`src/rtl/vme_irq_pkg.sv`:
```
package vme_irq_pkg;

    typedef enum logic [1:0] {
        ST_IDLE  = 2'd0,
        ST_DRIVE = 2'd1,
        ST_ACK   = 2'd2,
        ST_PASS  = 2'd3
    } ack_st_e;

    // true when exactly one level bit is set
    function automatic logic sel_is_onehot(input logic [7:1] v);
        int unsigned n;
        n = 0;
        for (int i = 1; i <= 7; i++) n += int'(v[i]);
        return (n == 1);
    endfunction

    // level number 1..7 of the highest set bit, 0 when none
    function automatic logic [2:0] sel_level(input logic [7:1] v);
        logic [2:0] l;
        l = 3'd0;
        for (int i = 1; i <= 7; i++) if (v[i]) l = 3'(i);
        return l;
    endfunction

endpackage

```
`src/rtl/vme_sync.sv`:
```
module vme_sync #(
    parameter int              WIDTH   = 1,
    parameter int              STAGES  = 2,
    parameter logic [WIDTH-1:0] RST_VAL = '0
) (
    input  logic             clk,
    input  logic             rst_n,
    input  logic [WIDTH-1:0] din,
    output logic [WIDTH-1:0] dout
);
    logic [WIDTH-1:0] stg_q [STAGES];
    logic [WIDTH-1:0] stg_d [STAGES];

    always_comb begin
        stg_d[0] = din;
        for (int i = 1; i < STAGES; i++) stg_d[i] = stg_q[i-1];
    end

    generate
        for (genvar g = 0; g < STAGES; g++) begin : g_stage
            always_ff @(posedge clk or negedge rst_n) begin
                if (!rst_n) stg_q[g] <= RST_VAL;
                else        stg_q[g] <= stg_d[g];
            end
        end
    endgenerate

    assign dout = stg_q[STAGES-1];
endmodule

```
`src/rtl/vme_irq_req.sv`:
```
module vme_irq_req
    import vme_irq_pkg::*;
(
    input  logic       clk,
    input  logic       rst_n,
    input  logic       int_s,
    input  logic [7:1] level_sel,
    input  logic       take,
    output logic       pending,
    output logic [7:1] irq_pull
);
    typedef struct packed {
        logic prev;
        logic pend;
    } req_t;

    req_t r_q, r_d;
    logic cfg_ok;

    assign cfg_ok = sel_is_onehot(level_sel);

    always_comb begin
        r_d      = r_q;
        r_d.prev = int_s;
        if (take)
            r_d.pend = 1'b0;
        else if (int_s && !r_q.prev && cfg_ok)
            r_d.pend = 1'b1;
    end

    always_ff @(posedge clk or negedge rst_n) begin
        if (!rst_n) r_q <= '0;
        else        r_q <= r_d;
    end

    assign pending  = r_q.pend;
    assign irq_pull = (r_q.pend && cfg_ok) ? level_sel : 7'd0;


    one_line_chk: assert property (@(posedge clk) disable iff (!rst_n)
        $onehot0(irq_pull));


    no_reraise_chk: assert property (@(posedge clk) disable iff (!rst_n)
        (!r_q.pend && int_s && r_q.prev && !take) |=> !r_q.pend);
endmodule

```
`src/rtl/vme_iack_fsm.sv`:
```
module vme_iack_fsm
    import vme_irq_pkg::*;
(
    input  logic        clk,
    input  logic        rst_n,
    input  logic        iack_s,
    input  logic        iackin_s,
    input  logic        as_s,
    input  logic [1:0]  ds_s,
    input  logic [3:1]  addr,
    input  logic        pending,
    input  logic [7:1]  level_sel,
    input  logic [15:0] status_id,
    output logic        take,
    output logic        dtack_n,
    output logic        iackout_n,
    output logic        data_oe,
    output logic [15:0] data_out
);
    typedef struct packed {
        ack_st_e     st;
        logic [15:0] word;
    } fsm_t;

    fsm_t f_q, f_d;
    logic cycle_on, mine;

    assign cycle_on = !iack_s && !iackin_s && !as_s && (ds_s != 2'b11);
    assign mine     = pending && sel_is_onehot(level_sel)
                      && (addr == sel_level(level_sel));

    always_comb begin
        f_d  = f_q;
        take = 1'b0;
        unique case (f_q.st)
            ST_IDLE: begin
                if (cycle_on) begin
                    if (mine) begin
                        f_d.st   = ST_DRIVE;
                        f_d.word = status_id;
                        take     = 1'b1;
                    end else begin
                        f_d.st = ST_PASS;
                    end
                end
            end
            ST_DRIVE: f_d.st = ST_ACK;
            ST_ACK:   if (ds_s == 2'b11) f_d.st = ST_IDLE;
            ST_PASS:  if (iackin_s || as_s) f_d.st = ST_IDLE;
            default:  f_d.st = ST_IDLE;
        endcase
    end

    always_ff @(posedge clk or negedge rst_n) begin
        if (!rst_n) f_q <= '{st: ST_IDLE, word: 16'd0};
        else        f_q <= f_d;
    end

    assign data_oe   = (f_q.st == ST_DRIVE) || (f_q.st == ST_ACK);
    assign dtack_n   = (f_q.st != ST_ACK);
    assign iackout_n = (f_q.st != ST_PASS);
    assign data_out  = data_oe ? f_q.word : 16'd0;


    data_before_ack_chk: assert property (@(posedge clk) disable iff (!rst_n)
        $fell(dtack_n) |-> $past(data_oe));


    hold_ack_chk: assert property (@(posedge clk) disable iff (!rst_n)
        (!dtack_n && ds_s != 2'b11) |=> !dtack_n);


    excl_resp_chk: assert property (@(posedge clk) disable iff (!rst_n)
        !(!dtack_n && !iackout_n));
endmodule

```
`src/rtl/vme_roak_irq.sv`:
```
module vme_roak_irq
    import vme_irq_pkg::*;
#(
    parameter int SYNC_STAGES = 2
) (
    input  logic        clk,
    input  logic        rst_n,
    input  logic        periph_int,
    input  logic [7:1]  level_sel,
    input  logic [15:0] status_id,
    input  logic        iack_n,
    input  logic        iackin_n,
    input  logic        as_n,
    input  logic [1:0]  ds_n,
    input  logic [3:1]  addr,
    output logic [7:1]  irq_pull,
    output logic        iackout_n,
    output logic        dtack_n,
    output logic        data_oe,
    output logic [15:0] data_out
);
    localparam int NSYNC = 6;

    logic [NSYNC-1:0] raw, synced;
    logic take, pending;

    assign raw = {periph_int, ds_n, as_n, iackin_n, iack_n};

    vme_sync #(.WIDTH(NSYNC), .STAGES(SYNC_STAGES), .RST_VAL(6'b011111)) u_sync (
        .clk(clk), .rst_n(rst_n), .din(raw), .dout(synced)
    );

    vme_irq_req u_req (
        .clk(clk), .rst_n(rst_n), .int_s(synced[5]), .level_sel(level_sel),
        .take(take), .pending(pending), .irq_pull(irq_pull)
    );

    vme_iack_fsm u_fsm (
        .clk(clk), .rst_n(rst_n), .iack_s(synced[0]), .iackin_s(synced[1]),
        .as_s(synced[2]), .ds_s(synced[4:3]), .addr(addr), .pending(pending),
        .level_sel(level_sel), .status_id(status_id), .take(take),
        .dtack_n(dtack_n), .iackout_n(iackout_n), .data_oe(data_oe),
        .data_out(data_out)
    );


    release_on_ack_chk: assert property (@(posedge clk) disable iff (!rst_n)
        take |=> (irq_pull == 7'd0));
endmodule

```
`config.mk`:
```
export PLATFORM = sky130hd
export DESIGN_NAME = vme_roak_irq
export DESIGN_NICKNAME = d
export VERILOG_FILES = /design/src/rtl/vme_irq_pkg.sv /design/src/rtl/vme_sync.sv /design/src/rtl/vme_irq_req.sv /design/src/rtl/vme_iack_fsm.sv /design/src/rtl/vme_roak_irq.sv
export SDC_FILE = /design/constraint.sdc
export NUM_CORES = 1
export LEC_CHECK = 0
export BUFFER_PORTS_ARGS = -buffer_cell sky130_fd_sc_hd__buf_2
export CAP_MARGIN = 5
export CORE_UTILIZATION = 47
export CTS_BUF_LIST = sky130_fd_sc_hd__clkbuf_8
export DETAILED_ROUTE_END_ITERATION = 10
export GPL_TIMING_DRIVEN = 0
export PLACE_DENSITY_LB_ADDON = 0.15
export SLEW_MARGIN = 20
export SYNTH_ARGS = -nofsm -noshare
export SYNTH_HDL_FRONTEND = slang
export SYNTH_HIERARCHICAL = 1
export SYNTH_SLANG_ARGS = --single-unit
```
`constraint.sdc`:
```
create_clock -name clk -period 2.9 [get_ports clk]
set_input_delay 0.29 -clock clk [delete_from_list [all_inputs] [get_ports clk]]
set_output_delay 0.29 -clock clk [all_outputs]
set_load 0.05 [all_outputs]
```
==> impl_metrics.env <==
export IMPL_outcome="finished with violations"
export IMPL_violations="setup timing"
export IMPL_fin_crit_ns=3.19
export IMPL_fin_skew_ns=0.00798
export IMPL_p_leak_nw=1.23
export IMPL_synth_avg_cell_area_um2=11.9
export IMPL_via_count=1345
export IMPL_crit_required_ns=2.61
export IMPL_swShare_pct=38.4
export IMPL_finalCritPeriodShare_pct=110
export IMPL_syn_nets=195
export IMPL_critPathMaxStageDelay_ns=0.49
export IMPL_stdcell_count=267
export IMPL_max_clock_path_buffers=2
export IMPL_cp_max_fo=7
export IMPL_reg2regPathDepth=5
export IMPL_grt_most_used_layer="met2"
export IMPL_yosysWarnings=6
export IMPL_p_total_mw=1.41
export IMPL_ys_types=33
export IMPL_synthXorXnorAreaFrac_pct=0.502
export IMPL_grt_pass1_wl_um=6350
export IMPL_first_pass_iters=4
export IMPL_cap_viol_max_count=0
export IMPL_hold_path_class="in2async"
export IMPL_io_pins=60
export IMPL_clockRootBuffer="clkbuf_8"
export IMPL_numCtsBuffers=5
export IMPL_worstSkewPairLatency_ns=0.28
export IMPL_seqPwrFrac_pct=36.8
export IMPL_seq_area_frac_synth_pct=46.6
export IMPL_wl_um=3690
export IMPL_finalNetCount=268
export IMPL_fp_dieW_um=62.9
export IMPL_cts_sinks=32
export IMPL_fin_ws_ns=-0.287
export IMPL_place_ws_ns=-0.569
export IMPL_ff2ff_setup_slack_ns=0.28
export IMPL_grt_use_met2_pct=37.6
export IMPL_synthCells=147
export IMPL_gp_congestion=0.845
export IMPL_p_comb_share_pct=40.0
export IMPL_drive_gt1_share_pct=53.4
export IMPL_hold_buffers=0
export IMPL_die_height_um=62.9
export IMPL_ys_ff_latch=32
export IMPL_fin_util_pct=69.1
export IMPL_hold_viol_final=0
export IMPL_slew_headroom_pct=30.7
export IMPL_power_density_nw_per_um2=594
export IMPL_die_area_um2=3960
export IMPL_cp_slowest_cell="fa_1"
export IMPL_clk_pin_slew_ns=0.07
export IMPL_synth_compound_gate_area_share_pct=6.24
export IMPL_cp_buffers_inverters=4
export IMPL_rsz0062_at_grt="true"
export IMPL_grt_use_met3_pct=5.84
export IMPL_r2r_end="u_fsm/f_q[0]"
export IMPL_grt_pass1_vias=1432
export IMPL_wl_per_cell_um=13.8
export IMPL_synth_adder_area_share_pct=13.5
export IMPL_grt_antenna_before_repair=0
export IMPL_drc=0
export IMPL_slew_violations=0
export IMPL_rr_startpoint="u_sync/dout[3]"
export IMPL_ff_latch_area_um2=813
export IMPL_multi_input_area_um2=852
export IMPL_fmax_mhz=314
export IMPL_drtIter0Drc=38
export IMPL_core_rowCount=21
export IMPL_ir_drop_uv=387
export IMPL_grtUsageTotal_pct=21.1
export IMPL_critPathLaunchType="primary input"
export IMPL_n_antenna_cell=0
export IMPL_path_cells="buf_12, inv_8, fa_1, fa_1, inv_1, fa_2, fa_1, and4bb_4, and2_4, buf_8"
export IMPL_dp_hpwl_um=2660
export IMPL_p_int_mw=0.871
export IMPL_use_met1_pct=23.1
export IMPL_core_area_um2=3440
export IMPL_antenna_left=0
export IMPL_numPortBuffers=59
export IMPL_cp_common_cell="fa_1"
export IMPL_cp_end_kind="primary output"
export IMPL_tightest_slew_ns=1.01
export IMPL_fill_cells=267
export IMPL_setup_viol=24
export IMPL_critical_path_class="in2out"
export IMPL_muxShareOfSynthArea_pct=10.3
export IMPL_synth_simple_area_share_pct=17.3
export IMPL_crit_family="adder cells"
export IMPL_power_frac_clock_pct=23.2
export IMPL_final_common_cell="buf_2"
export IMPL_grt_overflow=0
export IMPL_syn2layout_area_growth_pct=36.2
export IMPL_dp_cells=252
export IMPL_synth_area_um2=1750
export IMPL_via_per_inst=5.04
export IMPL_htree_num_levels=2
export IMPL_cts_tree="yes"
export IMPL_initial_core_util_pct=50.7
export IMPL_grt_max_degree=33
export IMPL_layout_common_cells="buf_2, dfrtp_1, inv_1"
export IMPL_arrival_ns=2.90
export IMPL_p_sw_mw=0.543
export IMPL_synth_top_family_by_area="simple AND/OR/NAND/NOR gates"
[registers in the layout, indices dropped and copies added, names as in the netlist]
signal / cells
u_sync/dout: 6
u_req/r_q: 1
u_req/pending: 1
u_fsm/f_q: 18
u_sync/stg_d: 6
[worst max path at each step]
stage | endpoint | cells after the start | startpoint | slack, ns
3_3_place_gp | irq_pull[4] | 10 | level_sel[4] | -0.49
6_report | irq_pull[5] | 10 | level_sel[1] | -0.29
4_1_cts | irq_pull[5] | 10 | level_sel[1] | -0.27
5_1_grt | irq_pull[5] | 10 | level_sel[1] | -0.38
3_5_place_dp | irq_pull[2] | 10 | level_sel[4] | -0.57
2_1_floorplan | irq_pull[1] | 8 | level_sel[1] | -0.08
[synth_stat cells, drive strengths merged]
cell     count  share of area [%]
mux2        16                 10
nor3b        1               0.43
inv         22                4.7
dfstp       10                 15
nand3        2               0.57
a32o         1               0.57
o311ai       1               0.50
o32ai        1               0.50
a221oi       1               0.50
and2b        1               0.50
xnor2        1               0.50
fa           8                9.2
dfrtp       22                 32
clkbuf       1               0.21
a22oi        1               0.43
nor2         7                1.5
nand2b       2                1.1
buf          1               0.65
a2111oi      3                1.9
a31oi        1               0.36
o21ai        1               0.29
nor3         4                1.1
nand2        6                1.3
nor4         1                1.2
and4bb       1               0.72
o41a         1               0.65
ha           6                4.3
o221ai       1               0.50
and2        23                8.7
[area by class of cell]
| type | instances | share of cell area [%] |
|---|---|---|
| repair buffers | 66 | 19.4 |
| plain buffers | 2 | 0.632 |
| flip-flops and latches | 32 | 34.2 |
| well taps | 46 | 2.42 |
| inverters | 22 | 3.79 |
| clock inverters | 3 | 0.789 |
| clock buffers | 5 | 2.89 |
| multi-input cells | 91 | 35.8 |
[layer usage]
layer / share of wire [%] / wire (µm)
met2: 54 / 1970
met1: 38 / 1420
met3: 5.2 / 192
met4: 2.8 / 104
met5: 0 / 0
[through the flow]
step	setup TNS [ns]	hold slack (ns)	instance area [µm²]
final	-2.53	0.0348	2380
after global routing	-4.70	0.0809	2380
after CTS	-3.07	0.0516	2350
after detailed placement	-11.19	0.337	2120
after global placement	-9.68	0.333	2120
after floorplan	-0.527	-0.00559	1770
[worst reg2reg max path, delay by kind of cell, from the launching register on]
kind / cells / cell delay [ns]
multiplexers: 1 / 0.33
AND/OR/NAND/NOR: 2 / 0.69
buffers and inverters: 1 / 0.23
AO/OA/AOI/OAI: 1 / 0.90
flip-flops: 1 / 0.37
[logic make-up (layout without fill, tap and decap cells)]
group,count (synthesis),count (layout)
simple gates,48,48
mux,16,16
xor+xnor,1,1
buf+inv,24,98
compound gates,12,12
fa+ha+maj,14,14
flops,32,32
[timing repair]
action,CTS,global route
resized for setup,34,2
buffers inserted,4,2
setup endpoints to repair,24,24
pin swaps,3,2
cloned,1,0
[power groups by stage]
stage                     registers (mW)  logic, mW  clock network (mW)
final                              0.520      0.566               0.328
after global routing               0.524      0.621               0.359
after CTS                          0.519      0.556               0.337
after detailed placement           0.527      0.508                   0
after global placement             0.524      0.484                   0
after floorplan                    0.519      0.370                   0
No activity file was read; power rests on OpenSTA's default activity.
